===== config.mk =====
export PLATFORM = sky130hd
export DESIGN_NAME = baud_gen
export DESIGN_NICKNAME = d
export VERILOG_FILES = /design/src/rtl/baud_gen_pkg.sv /design/src/rtl/baud_gen_ctrl.sv /design/src/rtl/baud_gen_dp.sv /design/src/rtl/baud_gen.sv
export SDC_FILE = /design/constraint.sdc
export NUM_CORES = 1
export LEC_CHECK = 0
export CAP_MARGIN = 20
export CORE_AREA = 2 2 74 76
export DETAILED_ROUTE_END_ITERATION = 10
export DIE_AREA = 0 0 76 78
export HOLD_SLACK_MARGIN = 0.02
export PLACE_DENSITY = 0.76
export SYNTH_ARGS = -nofsm -noshare
export SYNTH_HDL_FRONTEND = slang
export SYNTH_HIERARCHICAL = 1
export SYNTH_SLANG_ARGS = --single-unit

===== constraint.sdc =====
create_clock -name clk -period 3.6 [get_ports clk]
set_input_delay 0.72 -clock clk [delete_from_list [all_inputs] [get_ports clk]]
set_output_delay 0.72 -clock clk [all_outputs]
set_load 0.02 [all_outputs]

===== src/rtl/baud_gen_pkg.sv =====
package baud_gen_pkg;
  localparam int SEL_W     = 3;
  localparam int PRE_LO    = 10;
  localparam int PRE_HI    = 30;
  localparam int FIN_LO    = 16;
  localparam int FIN_HI    = 64;
  localparam int PRE_W     = $clog2(PRE_HI);
  localparam int POW_W     = (1 << SEL_W) - 2;
  localparam int FIN_W     = $clog2(FIN_HI);

  typedef struct packed {
    logic [SEL_W-1:0] srcSel;
    logic             counterMode;
    logic             divRatio;
    logic             bitX1;
  } cfg_t;

  typedef struct packed {
    logic             clr;
    logic             runPre;
    logic             runCounter;
    logic             useExt;
    logic             bypassFinal;
    logic [PRE_W-1:0] preLast;
    logic [POW_W-1:0] pow2Mask;
    logic [FIN_W-1:0] finalMask;
  } strobes_t;
endpackage


===== src/rtl/baud_gen_ctrl.sv =====
module baud_gen_ctrl
  import baud_gen_pkg::*;
(
  input  logic             clk,
  input  logic             rstN,
  input  logic [SEL_W-1:0] srcSel,
  input  logic             counterMode,
  input  logic             divRatio,
  input  logic             bitX1,
  output strobes_t         strobes
);
  localparam logic [SEL_W-1:0] EXT_CODE = '1;

  cfg_t cfgIn;
  cfg_t cfgQ;
  logic cfgChanged;

  assign cfgIn      = '{srcSel: srcSel, counterMode: counterMode,
                        divRatio: divRatio, bitX1: bitX1};
  assign cfgChanged = (cfgIn != cfgQ);

  // configuration register, cleared by reset
  always_ff @(posedge clk or negedge rstN) begin
    if (!rstN) cfgQ <= '0;
    else       cfgQ <= cfgIn;
  end

  logic isExt;
  assign isExt = (cfgQ.srcSel == EXT_CODE);

  always_comb begin
    strobes             = '0;
    strobes.clr         = cfgChanged;
    strobes.useExt      = isExt;
    strobes.runPre      = !isExt && !cfgQ.counterMode;
    strobes.runCounter  = !isExt && cfgQ.counterMode;
    strobes.bypassFinal = cfgQ.bitX1;
    strobes.preLast     = cfgQ.divRatio ? PRE_W'(PRE_HI - 1) : PRE_W'(PRE_LO - 1);
    strobes.finalMask   = cfgQ.divRatio ? FIN_W'(FIN_HI - 1) : FIN_W'(FIN_LO - 1);
    strobes.pow2Mask    = POW_W'((32'd1 << cfgQ.srcSel) - 32'd1);
  end

  // a detected change is registered on the following edge
  assert_cfg_capture_R10: assert property (@(posedge clk) disable iff (!rstN)
    cfgChanged |=> (cfgQ == $past(cfgIn)));
endmodule


===== src/rtl/baud_gen_dp.sv =====
module baud_gen_dp
  import baud_gen_pkg::*;
#(
  parameter int TC_W        = 16,
  parameter int SYNC_STAGES = 2
) (
  input  logic            clk,
  input  logic            rstN,
  input  strobes_t        strobes,
  input  logic [TC_W-1:0] timeConst,
  input  logic            extClk,
  output logic            serClkEn,
  output logic            bitRateEn
);
  localparam int CNT_W = TC_W + 2;

  logic [PRE_W-1:0]     preCnt;
  logic [POW_W-1:0]     pow2Cnt;
  logic [CNT_W-1:0]     downCnt;
  logic [FIN_W-1:0]     finCnt;
  logic [SYNC_STAGES:0] syncQ;
  logic [CNT_W-1:0]     loadVal;

  logic preTick, pow2Match, cntTick, extTick, finMatch;

  // 2*(TC+2) period: load 2*TC+3 and count down through zero
  assign loadVal   = CNT_W'({timeConst, 1'b1}) + CNT_W'(2);
  assign preTick   = strobes.runPre && (preCnt == strobes.preLast);
  assign pow2Match = ((pow2Cnt & strobes.pow2Mask) == strobes.pow2Mask);
  assign cntTick   = strobes.runCounter && (downCnt == '0);
  assign extTick   = syncQ[SYNC_STAGES-1] && !syncQ[SYNC_STAGES];
  assign finMatch  = ((finCnt & strobes.finalMask) == strobes.finalMask);

  // fixed prescaler
  always_ff @(posedge clk or negedge rstN) begin
    if (!rstN)                             preCnt <= '0;
    else if (strobes.clr || !strobes.runPre) preCnt <= '0;
    else if (preCnt == strobes.preLast)    preCnt <= '0;
    else                                   preCnt <= preCnt + 1'b1;
  end

  // power-of-two divider after the prescaler
  always_ff @(posedge clk or negedge rstN) begin
    if (!rstN)            pow2Cnt <= '0;
    else if (strobes.clr) pow2Cnt <= '0;
    else if (preTick) begin
      if (pow2Match) pow2Cnt <= '0;
      else           pow2Cnt <= pow2Cnt + 1'b1;
    end
  end

  // programmable time-constant counter
  always_ff @(posedge clk or negedge rstN) begin
    if (!rstN)            downCnt <= '0;
    else if (strobes.clr) downCnt <= loadVal;
    else if (strobes.runCounter) begin
      if (downCnt == '0) downCnt <= loadVal;
      else               downCnt <= downCnt - 1'b1;
    end
  end

  // external clock synchroniser plus edge-history flop
  always_ff @(posedge clk or negedge rstN) begin
    if (!rstN) syncQ <= '0;
    else       syncQ <= {syncQ[SYNC_STAGES-1:0], extClk};
  end

  always_comb begin
    if (strobes.useExt)          serClkEn = extTick;
    else if (strobes.runCounter) serClkEn = cntTick;
    else                         serClkEn = preTick && pow2Match;
  end

  // final 1x / 16x / 64x stage
  always_ff @(posedge clk or negedge rstN) begin
    if (!rstN)            finCnt <= '0;
    else if (strobes.clr) finCnt <= '0;
    else if (serClkEn && !strobes.bypassFinal) begin
      if (finMatch) finCnt <= '0;
      else          finCnt <= finCnt + 1'b1;
    end
  end

  assign bitRateEn = strobes.bypassFinal ? serClkEn : (serClkEn && finMatch);

  assert_pre_bound_R1: assert property (@(posedge clk) disable iff (!rstN)
    strobes.runPre |-> (preCnt <= strobes.preLast));

  assert_reload_R4: assert property (@(posedge clk) disable iff (!rstN)
    (strobes.runCounter && !strobes.clr && downCnt == '0) |=>
      (downCnt == CNT_W'({$past(timeConst), 1'b1}) + CNT_W'(2)));

  assert_final_wrap_R7: assert property (@(posedge clk) disable iff (!rstN)
    (bitRateEn && !strobes.bypassFinal && !strobes.clr) |=> (finCnt == '0));

  assert_single_pulse_R8: assert property (@(posedge clk) disable iff (!rstN)
    serClkEn |=> !serClkEn);

  assert_restart_R10: assert property (@(posedge clk) disable iff (!rstN)
    strobes.clr |=> (preCnt == '0 && pow2Cnt == '0 && finCnt == '0));
endmodule


===== src/rtl/baud_gen.sv =====
module baud_gen
  import baud_gen_pkg::*;
#(
  parameter int TC_W        = 16,
  parameter int SYNC_STAGES = 2
) (
  input  logic             clk,
  input  logic             rstN,
  input  logic [SEL_W-1:0] srcSel,
  input  logic             counterMode,
  input  logic             divRatio,
  input  logic             bitX1,
  input  logic [TC_W-1:0]  timeConst,
  input  logic             extClk,
  output logic             serClkEn,
  output logic             bitRateEn
);
  strobes_t strobes;

  baud_gen_ctrl ctrl_i (
    .clk         (clk),
    .rstN        (rstN),
    .srcSel      (srcSel),
    .counterMode (counterMode),
    .divRatio    (divRatio),
    .bitX1       (bitX1),
    .strobes     (strobes)
  );

  baud_gen_dp #(.TC_W(TC_W), .SYNC_STAGES(SYNC_STAGES)) dp_i (
    .clk       (clk),
    .rstN      (rstN),
    .strobes   (strobes),
    .timeConst (timeConst),
    .extClk    (extClk),
    .serClkEn  (serClkEn),
    .bitRateEn (bitRateEn)
  );
endmodule


==> flow_summary.toml, run 1 <==
[timing]
maxSlewViolCount = 0
rsz0062_at_grt = "no"
fmax_mhz = 290
setup_ws_ns = 0.147
fin_crit_ns = 3.45
hold_viol = 0
setup_viol = 0
fin_worst_skew_ns = 0.00550
post-route-period-util_pct = 95.9

[cells_and_area]
n_fill_cell = 448
antennaDiodeCount = 0
layoutNonFillerInstCount = 445
syn2layout_area_growth_pct = 15.5
final_cell_mix = "dfrtp_1, inv_1, nor2_1"
drive_above_1_share_pct = 10.9
final_common_cell = "dfrtp_1"
postLayoutCoreUtil_pct = 66.7
finalNetCount = 405

[synthesis]
synth_cell_type_count = 48
synth_edf_count = 0
seq_area_frac_synth_pct = 37.8
synth_warnings = 6
synthArstFlopShare_pct = 100
synthCells = 346
syn_avg_cell_area_um2 = 8.41
synth_flop_cell = "dfrtp_1"
ys_seq_elements = 44
syn-cell-area_mm2 = 0.00291
synth.area.top_cells = "dfrtp_1, xor2_1, xnor2_1, inv_1, nor2_1"
yosysTopAreaCellShare_pct = 37.8
yosysTopAreaCell = "dfrtp_1"

[drt]
met1_length_mm = 2.88
remaining_drc_errors = 0
ant_nets = 0
finalWirelength_mm = 6.12
viasPerCell = 5.62
highest_layer = "met4"
drt_iter0_drc = 106
dr_wl_met2_mm = 2.94
dr.pass1.iters = 5
dr_wl_met3_um = 208
wire_per_inst_um = 13.8
via_count = 2501

[job]
cap_violations = 0

[power]
finalPower_mw = 1.02
leakage_nw = 1.44
p_per_area_mw_per_mm2 = 305
peakVddDrop_mv = 0.199

[critical_path]
worstRegToRegCells = 10
r2r-start = "ctrl_i/cfgQ[4]$_DFF_PN0_"
rr_endpoint = "dp_i/finCnt[5]$_DFFE_PN0P_"
crit_arrival_ns = 2.73
path_class = "flip-flop to output port"
required_ns = 2.88
critPathMaxFanout = 4
worstSetupStartpointType = "flip-flop"
crit_path_end_kind = "output port"
rrSetupSlack_ns = 0.64

[hold_path]
worstHoldPathType = "input port to async pin"

[floorplanning]
core_mm2 = 0.00504
start_util_pct = 57.7
rows = 26
die_w_um = 76
die_y_um = 78
die_area_mm2 = 0.00593
io_pins = 27

[clock_network]
cts.sinks = 44
htree_levels = 2
post_cts.repair.setup_buffers = 0
clkTransAtPathRegs_ns = 0.09
numCtsBuffers = 5
clock_latency_ns = 0.30
root_buffer = "clkbuf_8"
cts_tree = "yes"
cts.path.max_buffers = 2

[place]
dp_cells = 436
dp_slack_ns = -0.0775
dp_hpwl_mm = 4.55
io_buffers = 26
gp_congestion = 0.833

[global_routing]
grt_first_pass_wirelength_mm = 10.5
track_usage_pct = 21.6
grt_pass1_vias = 2332
grt_overflow = 0
grt_max_degree = 45
antenna_found_initial = 0

[outcome]
run_status = "finished, final reports clean"
==> through the flow <==
stage                     TNS (ns)  area [um2]  hold slack, ns
after floorplan                  0        2930           0.331
after global placement     -0.0396        3230           0.337
after detailed placement    -0.147        3230           0.336
after CTS                        0        3320           0.356
after global routing             0        3360           0.356
final                            0        3360           0.330
==> power by group <==
part           internal, mW  leakage, nW  switching, mW
Clock                 0.143       0.0491          0.192
Sequential            0.515        0.551         0.0249
Combinational        0.0728        0.839         0.0779
Total                 0.730         1.44          0.294
==> metal layers <==
layer / track usage [%] / up-vias
met4: 6.91 / 0
met1: 28.5 / 1189
met3: 3.14 / 9
met5: 0 / -
met2: 36.8 / 43
li1: - / 1260
==> synth_stat cells (all sizes together), types with 4 or more instances <==
library cell and number:
inv 31, o22ai 8, a22oi 4, nor2 31
xor2 19, a21oi 21, nor3 14, o21ai 22
nor4 6, buf 16, nand2 26, or2 4
o311ai 5, ha 6, nor2b 5, a31oi 5
nand3 19, xnor2 14, nand4 5, dfrtp 44
clkbuf 9
==> logic make-up after synthesis <==
group / Yosys count / synth area share [%]
AND/OR/NAND/NOR: 124 / 22.4
AO/OA/AOI/OAI: 81 / 17.8
buffers and inverters: 56 / 9.20
flip-flops: 44 / 37.8
XOR/XNOR: 33 / 9.93
adder cells (fa/ha/maj): 6 / 2.58
other: 2 / 0.258
==> how the worst max path moves through the flow <==
stage	start	end	slack, ns	depth (start not counted)
final	ctrl_i/cfgQ[4]$_DFF_PN0_	serClkEn	0.15	10
after global routing	ctrl_i/cfgQ[5]$_DFF_PN0_	serClkEn	0.02	13
after CTS	ctrl_i/cfgQ[4]$_DFF_PN0_	serClkEn	0.01	11
after detailed placement	ctrl_i/cfgQ[4]$_DFF_PN0_	bitRateEn	-0.08	11
after global placement	ctrl_i/cfgQ[4]$_DFF_PN0_	bitRateEn	-0.03	10
after floorplan	ctrl_i/cfgQ[4]$_DFF_PN0_	bitRateEn	0.13	9
==> critical path, cell delays in order, from the launching register on <==
cell and delay (ns):
dfrtp_1 0.39, or3_4 0.41, ha_4 0.18, xor2_1 0.16
inv_1 0.06, o22ai_1 0.08, or3_4 0.41, o31a_4 0.29
nor2_2 0.11, buf_4 0.12, clkdlybuf4s15_2 0.24
==> flip-flops by register name, summed over array words and instances, names as in the netlist <==
name            count
dp_i/downCnt       18
dp_i/finCnt         6
dp_i/pow2Cnt        6
ctrl_i/cfgQ         5
dp_i/preCnt         5
dp_i/syncQ          3
ctrl_i/strobes      1
==> repair_timing <==
| action | 4_1_cts | 5_1_grt |
|---|---|---|
| endpoints found under the hold margin | 0 | 0 |
| gates cloned | 0 | 0 |
| endpoints found under the setup margin | 2 | 2 |
| resized for setup | 9 | 3 |
| hold buffers | 0 | 0 |
==> layout make-up <==
| class | instances | area, um2 | share of cell area, % |
|---|---|---|---|
| Clock inverter | 3 | 26.3 | 0.782 |
| Tap cell | 70 | 87.6 | 2.61 |
| Multi-Input combinational cell | 251 | 1580 | 47.1 |
| Sequential cell | 44 | 1100 | 32.8 |
| Timing Repair Buffer | 41 | 377 | 11.2 |
| Clock buffer | 5 | 68.8 | 2.05 |
| Inverter | 31 | 116 | 3.46 |
No activity file was read; power rests on OpenSTA's default activity.
==> inputs of run 2 (changes only) <==
- CTS_CLUSTER_SIZE: unset -> 16
- HOLD_SLACK_MARGIN: 0.02 -> 0.12
==> results of run 2 <==
The final DEF is identical to that of run 1; final timing and power are the same.
